--- src/rtl/pgen_pkg.sv ---
package pgen_pkg;
  typedef enum logic [2:0] {
    PAT_P7  = 3'd0,
    PAT_P15 = 3'd1,
    PAT_P23 = 3'd2,
    PAT_P31 = 3'd3,
    PAT_HF  = 3'd4,
    PAT_LF  = 3'd5
  } pat_e;

  typedef enum logic [1:0] {
    SQ_IDLE = 2'd0,
    SQ_PRE  = 2'd1,
    SQ_RUN  = 2'd2
  } seq_e;

  localparam logic [1:0] ADDR_RUN = 2'd0;
  localparam logic [1:0] ADDR_PAT = 2'd1;
  localparam logic [1:0] ADDR_ERR = 2'd2;
  localparam logic [1:0] ADDR_PRE = 2'd3;

  localparam int NUM_LFSR = 4;
  localparam int CNT_W    = 8;
endpackage

--- src/rtl/pgen_lane.sv ---
module pgen_lane #(
  parameter int N = 7,
  parameter int M = 6,
  parameter int W = 32
) (
  input  logic         clk_i,
  input  logic         rst_ni,
  input  logic         seed_i,
  input  logic         adv_i,
  output logic [W-1:0] beat_o
);
  logic [N-1:0] st_q, st_n;
  logic         fb;

  // unroll W serial steps; first bit lands in the top of the beat
  always_comb begin
    st_n   = st_q;
    beat_o = '0;
    fb     = 1'b0;
    for (int i = 0; i < W; i++) begin
      fb            = st_n[N-1] ^ st_n[M-1];
      st_n          = {st_n[N-2:0], fb};
      beat_o[W-1-i] = fb;
    end
  end

  always_ff @(posedge clk_i or negedge rst_ni) begin
    if (!rst_ni)     st_q <= '1;
    else if (seed_i) st_q <= '1;
    else if (adv_i)  st_q <= st_n;
  end

  // a maximal-length register never falls into the all-zero lock state
  p_lfsr_live_r3: assert property (@(posedge clk_i) disable iff (!rst_ni)
    st_q != '0);
endmodule

--- src/rtl/pgen_regs.sv ---
module pgen_regs
  import pgen_pkg::*;
#(
  parameter int SYM_W = 8
) (
  input  logic             clk_i,
  input  logic             rst_ni,
  input  logic             we_i,
  input  logic [1:0]       addr_i,
  input  logic [31:0]      wdata_i,
  input  logic             accept_i,
  output logic [31:0]      rdata_o,
  output logic             run_o,
  output logic             start_o,
  output logic             stop_o,
  output pat_e             pat_o,
  output logic             pat_wr_o,
  output logic             err_o,
  output logic             pre_en_o,
  output logic [CNT_W-1:0] pre_cnt_o,
  output logic [SYM_W-1:0] pre_char_o
);
  logic err_set;

  assign start_o  = we_i && addr_i == ADDR_RUN && wdata_i[0] && !run_o;
  assign stop_o   = we_i && addr_i == ADDR_RUN && !wdata_i[0] && run_o;
  assign pat_wr_o = we_i && addr_i == ADDR_PAT && wdata_i[2:0] <= 3'd5;
  assign err_set  = we_i && addr_i == ADDR_ERR && wdata_i[0];

  always_ff @(posedge clk_i or negedge rst_ni) begin
    if (!rst_ni) begin
      run_o      <= 1'b0;
      pat_o      <= PAT_P7;
      pre_en_o   <= 1'b0;
      pre_cnt_o  <= '0;
      pre_char_o <= '0;
    end else if (we_i) begin
      case (addr_i)
        ADDR_RUN: run_o <= wdata_i[0];
        ADDR_PAT: if (pat_wr_o) pat_o <= pat_e'(wdata_i[2:0]);
        ADDR_PRE: if (!run_o) begin
          pre_en_o   <= wdata_i[0];
          pre_cnt_o  <= wdata_i[15:8];
          pre_char_o <= wdata_i[16 +: SYM_W];
        end
        default: ;
      endcase
    end
  end

  // a new request wins over consumption of the pending one
  always_ff @(posedge clk_i or negedge rst_ni) begin
    if (!rst_ni)       err_o <= 1'b0;
    else if (err_set)  err_o <= 1'b1;
    else if (accept_i) err_o <= 1'b0;
  end

  always_comb begin
    rdata_o = '0;
    case (addr_i)
      ADDR_RUN: rdata_o[0]   = run_o;
      ADDR_PAT: rdata_o[2:0] = pat_o;
      ADDR_ERR: rdata_o[0]   = err_o;
      default: begin
        rdata_o[0]          = pre_en_o;
        rdata_o[15:8]       = pre_cnt_o;
        rdata_o[16 +: SYM_W] = pre_char_o;
      end
    endcase
  end

  p_err_clear_r8: assert property (@(posedge clk_i) disable iff (!rst_ni)
    accept_i && !err_set |=> !err_o);

  p_pre_locked_r11: assert property (@(posedge clk_i) disable iff (!rst_ni)
    run_o |=> $stable({pre_en_o, pre_cnt_o, pre_char_o}));
endmodule

--- src/rtl/pgen_seq.sv ---
module pgen_seq
  import pgen_pkg::*;
(
  input  logic             clk_i,
  input  logic             rst_ni,
  input  logic             start_i,
  input  logic             stop_i,
  input  logic             pre_en_i,
  input  logic [CNT_W-1:0] pre_cnt_i,
  input  logic             accept_i,
  output logic             valid_o,
  output logic             in_pre_o,
  output logic             in_run_o
);
  seq_e             st_q;
  logic [CNT_W-1:0] left_q;

  always_ff @(posedge clk_i or negedge rst_ni) begin
    if (!rst_ni) begin
      st_q   <= SQ_IDLE;
      left_q <= '0;
    end else if (stop_i) begin
      st_q <= SQ_IDLE;
    end else if (start_i) begin
      st_q   <= (pre_en_i && pre_cnt_i != '0) ? SQ_PRE : SQ_RUN;
      left_q <= pre_cnt_i;
    end else if (st_q == SQ_PRE && accept_i) begin
      left_q <= left_q - 1'b1;
      if (left_q == CNT_W'(1)) st_q <= SQ_RUN;
    end
  end

  assign valid_o  = st_q != SQ_IDLE;
  assign in_pre_o = st_q == SQ_PRE;
  assign in_run_o = st_q == SQ_RUN;

  p_pre_left_r10: assert property (@(posedge clk_i) disable iff (!rst_ni)
    in_pre_o |-> left_q != '0);

  p_start_valid_r12: assert property (@(posedge clk_i) disable iff (!rst_ni)
    start_i |=> valid_o);

  p_stop_idle_r12: assert property (@(posedge clk_i) disable iff (!rst_ni)
    stop_i |=> !valid_o);
endmodule

--- src/rtl/prbs_stream_gen.sv ---
module prbs_stream_gen
  import pgen_pkg::*;
#(
  parameter int SYM_W   = 8,
  parameter int NUM_SYM = 4,
  localparam int BEAT_W = SYM_W * NUM_SYM
) (
  input  logic              clk_i,
  input  logic              rst_ni,
  input  logic              reg_we_i,
  input  logic [1:0]        reg_addr_i,
  input  logic [31:0]       reg_wdata_i,
  output logic [31:0]       reg_rdata_o,
  output logic              out_valid_o,
  input  logic              out_ready_i,
  output logic [BEAT_W-1:0] out_data_o
);
  function automatic logic [SYM_W-1:0] hf_sym();
    logic [SYM_W-1:0] r;
    for (int i = 0; i < SYM_W; i++) r[i] = ((SYM_W - 1 - i) % 2) == 0;
    return r;
  endfunction

  function automatic logic [SYM_W-1:0] lf_sym();
    logic [SYM_W-1:0] r;
    for (int i = 0; i < SYM_W; i++) r[i] = i >= SYM_W / 2;
    return r;
  endfunction

  function automatic logic [BEAT_W-1:0] idle_word();
    logic [BEAT_W-1:0] r;
    for (int i = 0; i < BEAT_W; i++) r[i] = (i % 2) == 0;
    return r;
  endfunction

  localparam logic [BEAT_W-1:0] HF_BEAT   = {NUM_SYM{hf_sym()}};
  localparam logic [BEAT_W-1:0] LF_BEAT   = {NUM_SYM{lf_sym()}};
  localparam logic [BEAT_W-1:0] IDLE_BEAT = idle_word();

  logic             accept, start, stop, run_q, pat_wr, err_q;
  logic             pre_en, in_pre, in_run, valid;
  logic [CNT_W-1:0] pre_cnt;
  logic [SYM_W-1:0] pre_char;
  pat_e             pat;
  logic             reseed;
  logic [BEAT_W-1:0] lane_beat [NUM_LFSR];
  logic [BEAT_W-1:0] base;

  assign accept = valid && out_ready_i;
  assign reseed = !valid || pat_wr;

  pgen_regs #(.SYM_W(SYM_W)) u_regs (
    .clk_i      (clk_i),
    .rst_ni     (rst_ni),
    .we_i       (reg_we_i),
    .addr_i     (reg_addr_i),
    .wdata_i    (reg_wdata_i),
    .accept_i   (accept),
    .rdata_o    (reg_rdata_o),
    .run_o      (run_q),
    .start_o    (start),
    .stop_o     (stop),
    .pat_o      (pat),
    .pat_wr_o   (pat_wr),
    .err_o      (err_q),
    .pre_en_o   (pre_en),
    .pre_cnt_o  (pre_cnt),
    .pre_char_o (pre_char)
  );

  pgen_seq u_seq (
    .clk_i     (clk_i),
    .rst_ni    (rst_ni),
    .start_i   (start),
    .stop_i    (stop),
    .pre_en_i  (pre_en),
    .pre_cnt_i (pre_cnt),
    .accept_i  (accept),
    .valid_o   (valid),
    .in_pre_o  (in_pre),
    .in_run_o  (in_run)
  );

  for (genvar g = 0; g < NUM_LFSR; g++) begin : g_lane
    localparam int LN = (g == 0) ? 7 : (g == 1) ? 15 : (g == 2) ? 23 : 31;
    localparam int LM = (g == 0) ? 6 : (g == 1) ? 14 : (g == 2) ? 18 : 28;
    pgen_lane #(.N(LN), .M(LM), .W(BEAT_W)) u_lane (
      .clk_i  (clk_i),
      .rst_ni (rst_ni),
      .seed_i (reseed),
      .adv_i  (accept && in_run && pat == pat_e'(g)),
      .beat_o (lane_beat[g])
    );
  end

  always_comb begin
    case (pat)
      PAT_P7:  base = lane_beat[0];
      PAT_P15: base = lane_beat[1];
      PAT_P23: base = lane_beat[2];
      PAT_P31: base = lane_beat[3];
      PAT_HF:  base = HF_BEAT;
      PAT_LF:  base = LF_BEAT;
      default: base = IDLE_BEAT;
    endcase
  end

  always_comb begin
    if (!valid) out_data_o = IDLE_BEAT;
    else out_data_o = (in_pre ? {NUM_SYM{pre_char}} : base)
                      ^ {{(BEAT_W-1){1'b0}}, err_q};
  end

  assign out_valid_o = valid;

  p_stall_hold_r4: assert property (@(posedge clk_i) disable iff (!rst_ni)
    out_valid_o && !out_ready_i && !reg_we_i |=> out_valid_o && $stable(out_data_o));

  p_run_match_r12: assert property (@(posedge clk_i) disable iff (!rst_ni)
    out_valid_o |-> run_q);
endmodule

--- config.mk ---
export PLATFORM = sky130hd
export DESIGN_NAME = prbs_stream_gen
export DESIGN_NICKNAME = d
export VERILOG_FILES = /design/src/rtl/pgen_pkg.sv /design/src/rtl/pgen_lane.sv /design/src/rtl/pgen_regs.sv /design/src/rtl/pgen_seq.sv /design/src/rtl/prbs_stream_gen.sv
export SDC_FILE = /design/constraint.sdc
export NUM_CORES = 1
export LEC_CHECK = 0
export BUFFER_PORTS_ARGS = -buffer_cell sky130_fd_sc_hd__buf_2
export CORE_UTILIZATION = 30
export DETAILED_ROUTE_END_ITERATION = 12
export HOLD_SLACK_MARGIN = 0.12
export PLACE_DENSITY = 0.58
export SLEW_MARGIN = 20
export SYNTH_ARGS = -nofsm -noshare
export SYNTH_HDL_FRONTEND = slang
export SYNTH_SLANG_ARGS = --single-unit
--- constraint.sdc ---
create_clock -name clk_i -period 2.6 [get_ports clk_i]
set_clock_uncertainty 0.15 [all_clocks]
set_input_delay 0.52 -clock clk_i [delete_from_list [all_inputs] [get_ports clk_i]]
set_output_delay 0.52 -clock clk_i [all_outputs]
set_load 0.03 [all_outputs]
# Word level (Yosys, flattened, before mapping)
# Cells that the tools add are included.
# word_totals
regBits	108
latch_bits	0
ramBits	0
rom_bits	0
inputBits	38
out_inout_bits	65
wordCells	218
memories	0
# classes
n_addsub	1
multipliers	0
div_mod_pow	0
n_lt_le_gt_ge	1
eq_ne	11
shifts	0
n_mux	23
bitwise	131
n_reduce_logical	39
# ops
operator	count
$pmux W32 S6	1
$xor A1 B1 Y1	128
$mux W32	2
$mux W31	2
$mux W23	2
$xor A32 B1 Y32	1
$mux W15	2
$logic_and A1 B1 Y1	17
$mux W16	1
$mux W8	2
$mux W7	2
$reduce_bool A2 Y1	7
$mux W2	6
$eq A8 B1 Y1 const B	1
$reduce_bool A8 Y1	1
$sub A8 B1 Y8 const B	1
$eq A2 B2 Y1 const B	3
$eq A3 B2 Y1 const B	2
$eq A3 B3 Y1 const B	2
$reduce_and A2 Y1	3
$reduce_and A3 Y1	2
$reduce_bool A3 Y1	2
$eq A2 B1 Y1 const B	2
$eq A3 B1 Y1 const B	1
other kinds (9)	13

# Logic depth before layout (Yosys ltp)
# Gate-level depths: netlist of the first run.
# logic_depth
depth_word	10
mapped_depth	8
depth_no_buf	6

# Modules after synthesis
# From an unflattened synthesis of the first run, not the netlist that was laid out.
# unflattened
hier_cells	853
area_unflattened_um2	8424.3
# modules_own_cells
mod	instances	cells_per_inst	area_each_um2	seq_area_each_um2
pgen_lane at g_lane[3].u_lane	1	135	1654.1	814.5
prbs_stream_gen	1	239	1640.3	0.0
pgen_lane at g_lane[2].u_lane	1	113	1382.6	604.3
pgen_regs	1	93	1173.6	550.5
pgen_lane at g_lane[1].u_lane	1	124	1099.8	394.1
pgen_seq	1	81	747.0	250.2
pgen_lane at g_lane[0].u_lane	1	68	726.9	183.9

# Least setup slack after synthesis of the first run
# No wires, ideal clock.
# synth_timing
path_type	reg2out
from	register g_lane[0].u_lane.st_q[2]
to	output out_data_o[0]
t_arrival_ns	2.114
required_ns	1.930
path_slack_ns	-0.184
path_stages_with_launch	7
cell_sequence	dfstp_2 buf_2 xor2_2 xor2_1 o2111ai_1 mux2i_1 nor3_1
# synth_between
elab_chain_cells	9
elab_cells_between_ends	13
# synth_rtl
element	line	text
start, declared	pgen_lane.sv:12	logic [N-1:0] st_q, st_n;
start signal, assigned	pgen_lane.sv:30	else if (adv_i) st_q <= st_n;
$xor A1 B1 Y1 (4 in a row)	pgen_lane.sv:21	fb = st_n[N-1] ^ st_n[M-1];
$xor A1 B1 Y1 *	pgen_lane.sv:21	
$pmux W32 S6 *	prbs_stream_gen.sv:97	case (pat)
$mux W32 *	prbs_stream_gen.sv:110	else out_data_o = (in_pre ? {NUM_SYM{pre_char}} : base)
$xor A32 B1 Y32 *	prbs_stream_gen.sv:111	^ {{(BEAT_W-1){1'b0}}, err_q};
$mux W32 *	prbs_stream_gen.sv:109	if (!valid) out_data_o = IDLE_BEAT;
end, declared	prbs_stream_gen.sv:16	output logic [BEAT_W-1:0] out_data_o
# Every way passes the cells marked *; elsewhere a longest branch is shown, timed or not.

# Final worst setup path of the first run
# layout_timing
from	register g_lane[0].u_lane.st_q[4]
to	output out_data_o[18]
# layout_between
elab_chain_cells	7
# layout_rtl
element	line
$xor A1 B1 Y1 (3 in a row)	pgen_lane.sv:21
$pmux W32 S6	prbs_stream_gen.sv:97
$mux W32	prbs_stream_gen.sv:110
$xor A32 B1 Y32	prbs_stream_gen.sv:111
$mux W32	prbs_stream_gen.sv:109
# No other way between the ends.

==> results of run 1 <==
[path summary, 6_finish.rpt]
path | startpoint | endpoint | slack (ns)
max | g_lane[0].u_lane.st_q[4]$_DFFE_PN1P_ | out_data_o[18] | -0.29
min | rst_ni | u_regs.pat_o[2]$_DFFE_PN0P_ | 0.08
max reg2reg | g_lane[0].u_lane.st_q[6]$_DFFE_PN1P_ | g_lane[0].u_lane.st_q[1]$_DFFE_PN1P_ | 0.15
min reg2reg | u_seq.left_q[7]$_DFFE_PN0P_ | u_seq.left_q[7]$_DFFE_PN0P_ | 0.35
max in group asynchronous | rst_ni | u_regs.pre_cnt_o[1]$_DFFE_PN0P_ | 1.76
min in group clk_i | reg_wdata_i[22] | u_regs.pre_char_o[6]$_DFFE_PN0P_ | 0.22
[state kept, by name, indices dropped and copies added (netlist names)]
register / count
u_regs.pat_o: 3
u_regs.pre_cnt_o: 8
u_regs.err_o: 1
u_seq.left_q: 8
g_lane.u_lane.st_q: 76
u_regs.run_o: 1
u_regs.pre_en_o: 1
u_regs.pre_char_o: 8
u_seq.st_q: 2
[repair_timing]
action | 4_1_cts | 5_1_grt
hold buffers | 0 | 0
cloned | 4 | 2
setup endpoints to repair | 32 | 32
setup buffers | 45 | 23
pin swaps | 50 | 58
resized for setup | 192 | 88
[metal layers]
layer  global-route usage, %  vias up
met3                    4.63       80
li1                        -     3100
met2                    31.6      400
met5                       0        -
met1                    29.2     3334
met4                    8.14        0
[through the flow]
step / area [um2] / TNS, ns
after CTS: 9870 / -2.30
after global placement: 8250 / 0
after floorplan: 7300 / 0
final: 10500 / -4.22
after global routing: 10500 / -5.76
after detailed placement: 8250 / 0
[report_power, final]
part	internal (mW)	switching (mW)
registers	2.20	0.525
logic	3.27	4.09
clock network	0.857	0.696
[placed cells by master (no fill, tap or decap), types with 11 or more instances in the layout]
cell type / synthesis / routed
buf_4: 17 / 98
and3_1: 18 / 18
nand2_1: 96 / 89
xnor2_2: 1 / 24
o211ai_1: 63 / 63
dfstp_2: 76 / 76
buf_2: 28 / 43
clkbuf_16: 0 / 11
mux2_2: 22 / 22
xor2_1: 27 / 15
a21oi_1: 52 / 23
nor2_1: 47 / 37
conb_1: 1 / 13
xor2_2: 1 / 11
dfrtp_1: 32 / 29
a21oi_2: 0 / 27
nand3_1: 15 / 15
o21ai_0: 40 / 28
buf_6: 1 / 52
xnor2_1: 104 / 79
buf_12: 0 / 12
[logic make-up (layout without fill, tap and decap cells)]
kind of cell / count (synthesis) / count (layout)
buf+inv: 96 / 239
other cells: 1 / 13
compound gates: 220 / 220
simple gates: 217 / 217
mux: 28 / 28
flops: 108 / 108
fa+ha+maj: 2 / 2
xor+xnor: 134 / 134
[final cells by class]
type	count	area [um2]
clock buffer	10	229
inverter	8	42.5
tap	319	399
clock inverter	6	95.1
sequential	108	2800
multi-input combinational	614	4960
fill	2134	13100
timing repair buffer	215	2000
==> run metrics, run 1 <==
status=finished with violations; violated checks=setup timing; vias=6914; metal1 wirelength=between 10 and 15 mm; Synth Area in Adders=0.345%; die width=~160 um; Initial Util=between 30% and 40%; Rows=56; I/O pins=just over 100; async set-reset flop share out of synthesis=100%; Top FF cell, synth=dfstp_2; RSZ-0062 raised after global routing=true; post-route antenna net violation count=0; Final Util=44.6%; Post-synth EDFFs=0; Pins Over Slew Limit=0; first-iteration detailed-routing DRC count=707; post-route insts no fill=1280; clk slew on worst S/H paths=around 0.080 ns; Power per Cell Area=1100 nW/um2; YS warnings=0; GRT Total Usage=between 20% and 30%; CP Data Arrival Time=2.22 ns; LEAKAGE=4.52 nW; average vias per placed instance=5.40; post-synthesis mux area share=under 10%; synthesized instance count=806; vias in the first global route=6558; post-synthesis xor/xnor area fraction=about 17%; CP Capture Type=output pin; worst setup margin=-0.285 ns; CP required=roughly 1.9 ns; Root Buffer=clkbuf_16; Worst Path Buf+Inv=3; Final Setup Violations=32; fmax=0.347 GHz; WL met3=2.42 mm; pre-CTS WS=0.0559 ns; Yosys cell types=64; Clk Latency, worst-skew pair=~0.37 ns; Most Frequent Cell on Critical Path=buf_6; wire length on met2=~12 mm; total placed cells including tap cells=1192; Highest Signal Layer=met4; Area Overhead vs Synth=45.2%; critical path's top delay family=flip-flops; global-route wire length before repair=38.8 mm; Compound-Gate Fraction of Synth Area=between 15 and 20%; peak supply drop=0.857 mV; critical-path cell list=buf_6 -> xnor2_2 -> buf_6 -> xnor2_1 -> a221oi_2 -> nor2_2 -> buf_6; Post-route DRC=0; most frequent cell after synthesis=xnor2_1; final WL=~27 mm; wire per inst=20.8 um; Post-Synth Simple-Gate Area=13.8%; leading post-synthesis cells by cell area=dfstp_2 (28%), xnor2_1 (13%), dfrtp_1 (11%), o211ai_1 (6.5%), nand2_1 (5.0%); die boundary height=157 um; layout net count=996; Reg2Reg Depth=11; Mapped Avg Cell Area=9.00 um2; final hold slack=0.0795 ns; Synth Cell Area=roughly 7300 um2; DRT Pass-1 Iters=7; HPWL after detailed placement=17.7 mm; Seq/Total Area, Yosys=38.6%; antenna violations before repair=0; Tightest Hold Check Type=input pin to asynchronous set/reset pin; Diodes inserted=0; leading area contributor after synthesis=dfstp_2; CTS tree=yes; critical path depth=7; final-report hold violation count=0; Tightest Pin Transition=around 0.88 ns; CP startpoint kind=register; total gr overflow=0; Clock Sinks=108; Critical Path Slowest Stage Cell=dfstp_2; Max Fanout on Critical Path=6; fin crit share=111%; share of the synthesized area in the top cell type=around 28%; H-Tree Level Count=3; total chip power=between 10 and 15 mW; worst rel slew slack=41.4%; crit path kind=register to output pin; combinational family with the most area after synthesis=compound AO/OA/AOI/OAI gates; routability congestion estimate=0.976; I/O Buffers=76; min Tclk post-route=2.89 ns; CP peak stage delay=0.67 ns; clock buffer depth=2; Max-Cap Viols=0; synthesized flop and latch total=108; largest net degree at the start of global routing=roughly 110; layout cells sized above 1=49.0%; Num CTS Buffers=9; Die ar.=24800 um2; Core ar.=23600 um2; Commonest cells post-synth=xnor2_1 (104), nand2_1 (96), dfstp_2 (76), o211ai_1 (63), a21oi_1 (52)
No activity file was read; power rests on OpenSTA's default activity.
==> run 2, diff against run 1 <==
--- a/config.mk
+++ b/config.mk
@@ -5,11 +5,12 @@
 export SDC_FILE = /design/constraint.sdc
 export NUM_CORES = 1
 export LEC_CHECK = 0
-export BUFFER_PORTS_ARGS = -buffer_cell sky130_fd_sc_hd__buf_2
 export CORE_UTILIZATION = 30
 export DETAILED_ROUTE_END_ITERATION = 12
+export DONT_BUFFER_PORTS = 1
 export HOLD_SLACK_MARGIN = 0.12
-export PLACE_DENSITY = 0.58
+export PLACE_DENSITY = 0.55
+export RECOVER_POWER = 100
 export SLEW_MARGIN = 20
 export SYNTH_ARGS = -nofsm -noshare
 export SYNTH_HDL_FRONTEND = slang
==> run 2 against run 1 <==
The run ends with hold timing, setup timing left. Die area unchanged. Clock-buffer cell count down 1. Flip-flop and latch count unchanged. Combinational power is 1% lower. Worst setup slack got worse by 0.011 ns. Non-clock buffer count fell by 47. Clock power shrank 9%. Global-route usage increased by 0.23 points. Power fell by 1.7%. Maximum frequency fell by 0.38%. Utilization shrank 1.5 points. Final cell count is 3.7% lower. Critical path type unchanged. Largest cell class unchanged. Largest power group unchanged.
==> run metrics, run 2 (same netlist as run 1, synthesis figures left out) <==
clock power share=12.3% (-1.1 points); wire per inst=22.0 um (+5.7%); Max Fanout on Critical Path=6 (unchanged); H-Tree Level Count=3 (unchanged); Reg power frac=23.9% (+0.5 points); final WL=27.1 mm (+1.8%); P_int=6.09 mW (-3.7%); vias=6723 (-2.8%); Worst Setup SP=u_regs.pat_o[1]$_DFFE_PN0P_; Placed Area=8070 um2 (-2.2%); most frequent cells in the layout=buf_4 (99), nand2_1 (88), xnor2_1 (81); Diodes inserted=0 (unchanged); switching share of power=46.8% (+1.1 points); layout net count=949 (-4.7%); most common cell after layout, fill and taps aside=buf_4; Final Setup Violations=70 (+120%); Worst Path Buf+Inv=4 (+1); first-iteration detailed-routing DRC count=700 (-0.99%); die boundary height=157 um (unchanged); HPWL after detailed placement=18.2 mm (+2.7%); total placed cells including tap cells=1149 (-3.6%); Root Buffer=clkbuf_16; Max-Cap Viols=0 (unchanged); Core ar.=23600 um2 (unchanged); violated checks=hold timing, setup timing; CP startpoint kind=register; Tightest Hold Check Type=input pin to asynchronous set/reset pin; antenna violations before repair=1 (+1); CP Capture Type=output pin; pre-CTS WS=-0.0178 ns (-0.0737 ns); Pins Over Slew Limit=0 (unchanged); critical path depth=8 (+1); worst rel slew slack=34.5% (-6.9 points); Reg2Reg Depth=5 (-6); GRT Total Usage=21.3% (+0.23 points); final-report hold violation count=108 (+108); peak supply drop=0.549 mV (-36%); post-route antenna net violation count=0 (unchanged); global-route wire length before repair=39.0 mm (+0.48%); fin crit share=111% (+0.42 points); total chip power=11.4 mW (-1.7%); FF-to-FF Start=u_seq.st_q[1]$_DFFE_PN0P_; worst setup margin=-0.296 ns (-0.0110 ns); RSZ-0062 raised after global routing=true; switching power=5.35 mW (+0.70%); CP Data Arrival Time=2.23 ns (about the same); Comb pwr share=63.7% (+0.4 points); layout cells sized above 1=47.2% (-1.9 points); Die ar.=24800 um2 (unchanged); Power per Cell Area=1120 nW/um2 (+1.7%); LEAKAGE=4.22 nW (-6.5%); DRT Pass-1 Iters=6 (-1); max reg flops=76 (unchanged); CP peak stage delay=0.51 ns (-0.16 ns); critical-path cell list=buf_6 -> or2_4 -> nor2_4 -> buf_12 -> nand2_2 -> a31oi_2 -> buf_4 -> buf_6; average vias per placed instance=5.45 (+0.94%); I/O Buffers=0 (-100%); CTS tree=yes; Post-route DRC=0 (unchanged); I/O pins=103 (unchanged); min Tclk post-route=2.90 ns (+0.0110 ns); routability congestion estimate=0.933 (-4.3%); largest net degree at the start of global routing=109 (unchanged); Top reg by flops=g_lane.u_lane.st_q; critical path's top delay family=buffers and inverters; fmax=0.345 GHz (-0.38%); clock buffer depth=2 (unchanged); final hold slack=-0.277 ns (-0.356 ns); Tightest Pin Transition=0.978 ns (+0.0981 ns); post-route insts no fill=1233 (-3.7%); Area Overhead vs Synth=40.4%; Num CTS Buffers=9 (unchanged); design area=10200 um2 (-3.3%); total gr overflow=0 (unchanged); Final Util=43.1% (-1.5 points); Most Frequent Cell on Critical Path=buf_6; Initial Util=30.7% (unchanged); Clk Latency, worst-skew pair=0.37 ns (about the same); Rows=56 (unchanged); Post-Route Setup TNS=-7.85 ns (-3.63 ns); Layout fillers=2195 (+2.9%); status=finished with violations; Critical Path Slowest Stage Cell=dfrtp_1; vias in the first global route=6407 (-2.3%); die width=157 um (unchanged); CP required=1.93 ns (about the same); clk slew on worst S/H paths=0.08 ns (about the same); Clock Sinks=108 (unchanged); crit path kind=register to output pin
-- run 2: final cells by class --
type                    instances  area (um2)  share of cell area, %
flip-flops and latches        108        2800                   27.5
clock inverters                 7        65.1                  0.639
well taps                     319         399                   3.92
inverters                       8        33.8                  0.332
repair buffers                168        1640                   16.1
multi-input cells             614        5020                   49.3
clock buffers                   9         225                   2.21
-- run 2: power by group through the flow --
stage          registers (mW)  logic (mW)  clock network [mW]
2_1_floorplan            2.46        3.37                   0
3_3_place_gp             2.70        5.08                   0
3_5_place_dp             2.70        5.09                   0
4_1_cts                  2.69        6.34                1.44
5_1_grt                  2.79        7.60                1.50
6_report                 2.74        7.29                1.41
-- run 2: what timing repair did --
item | CTS | global route
endpoints found under the setup margin | 32 | 32
pin swaps | 44 | 55
gates cloned | 1 | 2
setup buffers | 42 | 24
gates resized for setup | 157 | 99
hold endpoints to repair | 108 | 108
-- run 2: worst paths after layout --
kind | end | slack (ns)
worst min register to register | u_seq.left_q[7]$_DFFE_PN0P_ | 0.35
min in group clk_i | u_regs.pre_char_o[5]$_DFFE_PN0P_ | 0.15
worst min-delay path | u_regs.pre_cnt_o[6]$_DFFE_PN0P_ | -0.28
max in group asynchronous | g_lane[0].u_lane.st_q[4]$_DFFE_PN1P_ | 2.33
worst max-delay path | out_data_o[13] | -0.30
worst max register to register | g_lane[2].u_lane.st_q[4]$_DFFE_PN1P_ | -0.08
-- run 2: routing by layer --
| layer | vias to the layer above | part of all wire (%) | global-route usage, % |
|---|---|---|---|
| met3 | 73 | 7.8 | 4.30 |
| met1 | 3324 | 42 | 29.4 |
| met5 | - | 0.059 | 0 |
| met2 | 335 | 46 | 32.2 |
| met4 | 2 | 4.1 | 8.97 |
| li1 | 2989 | - | - |
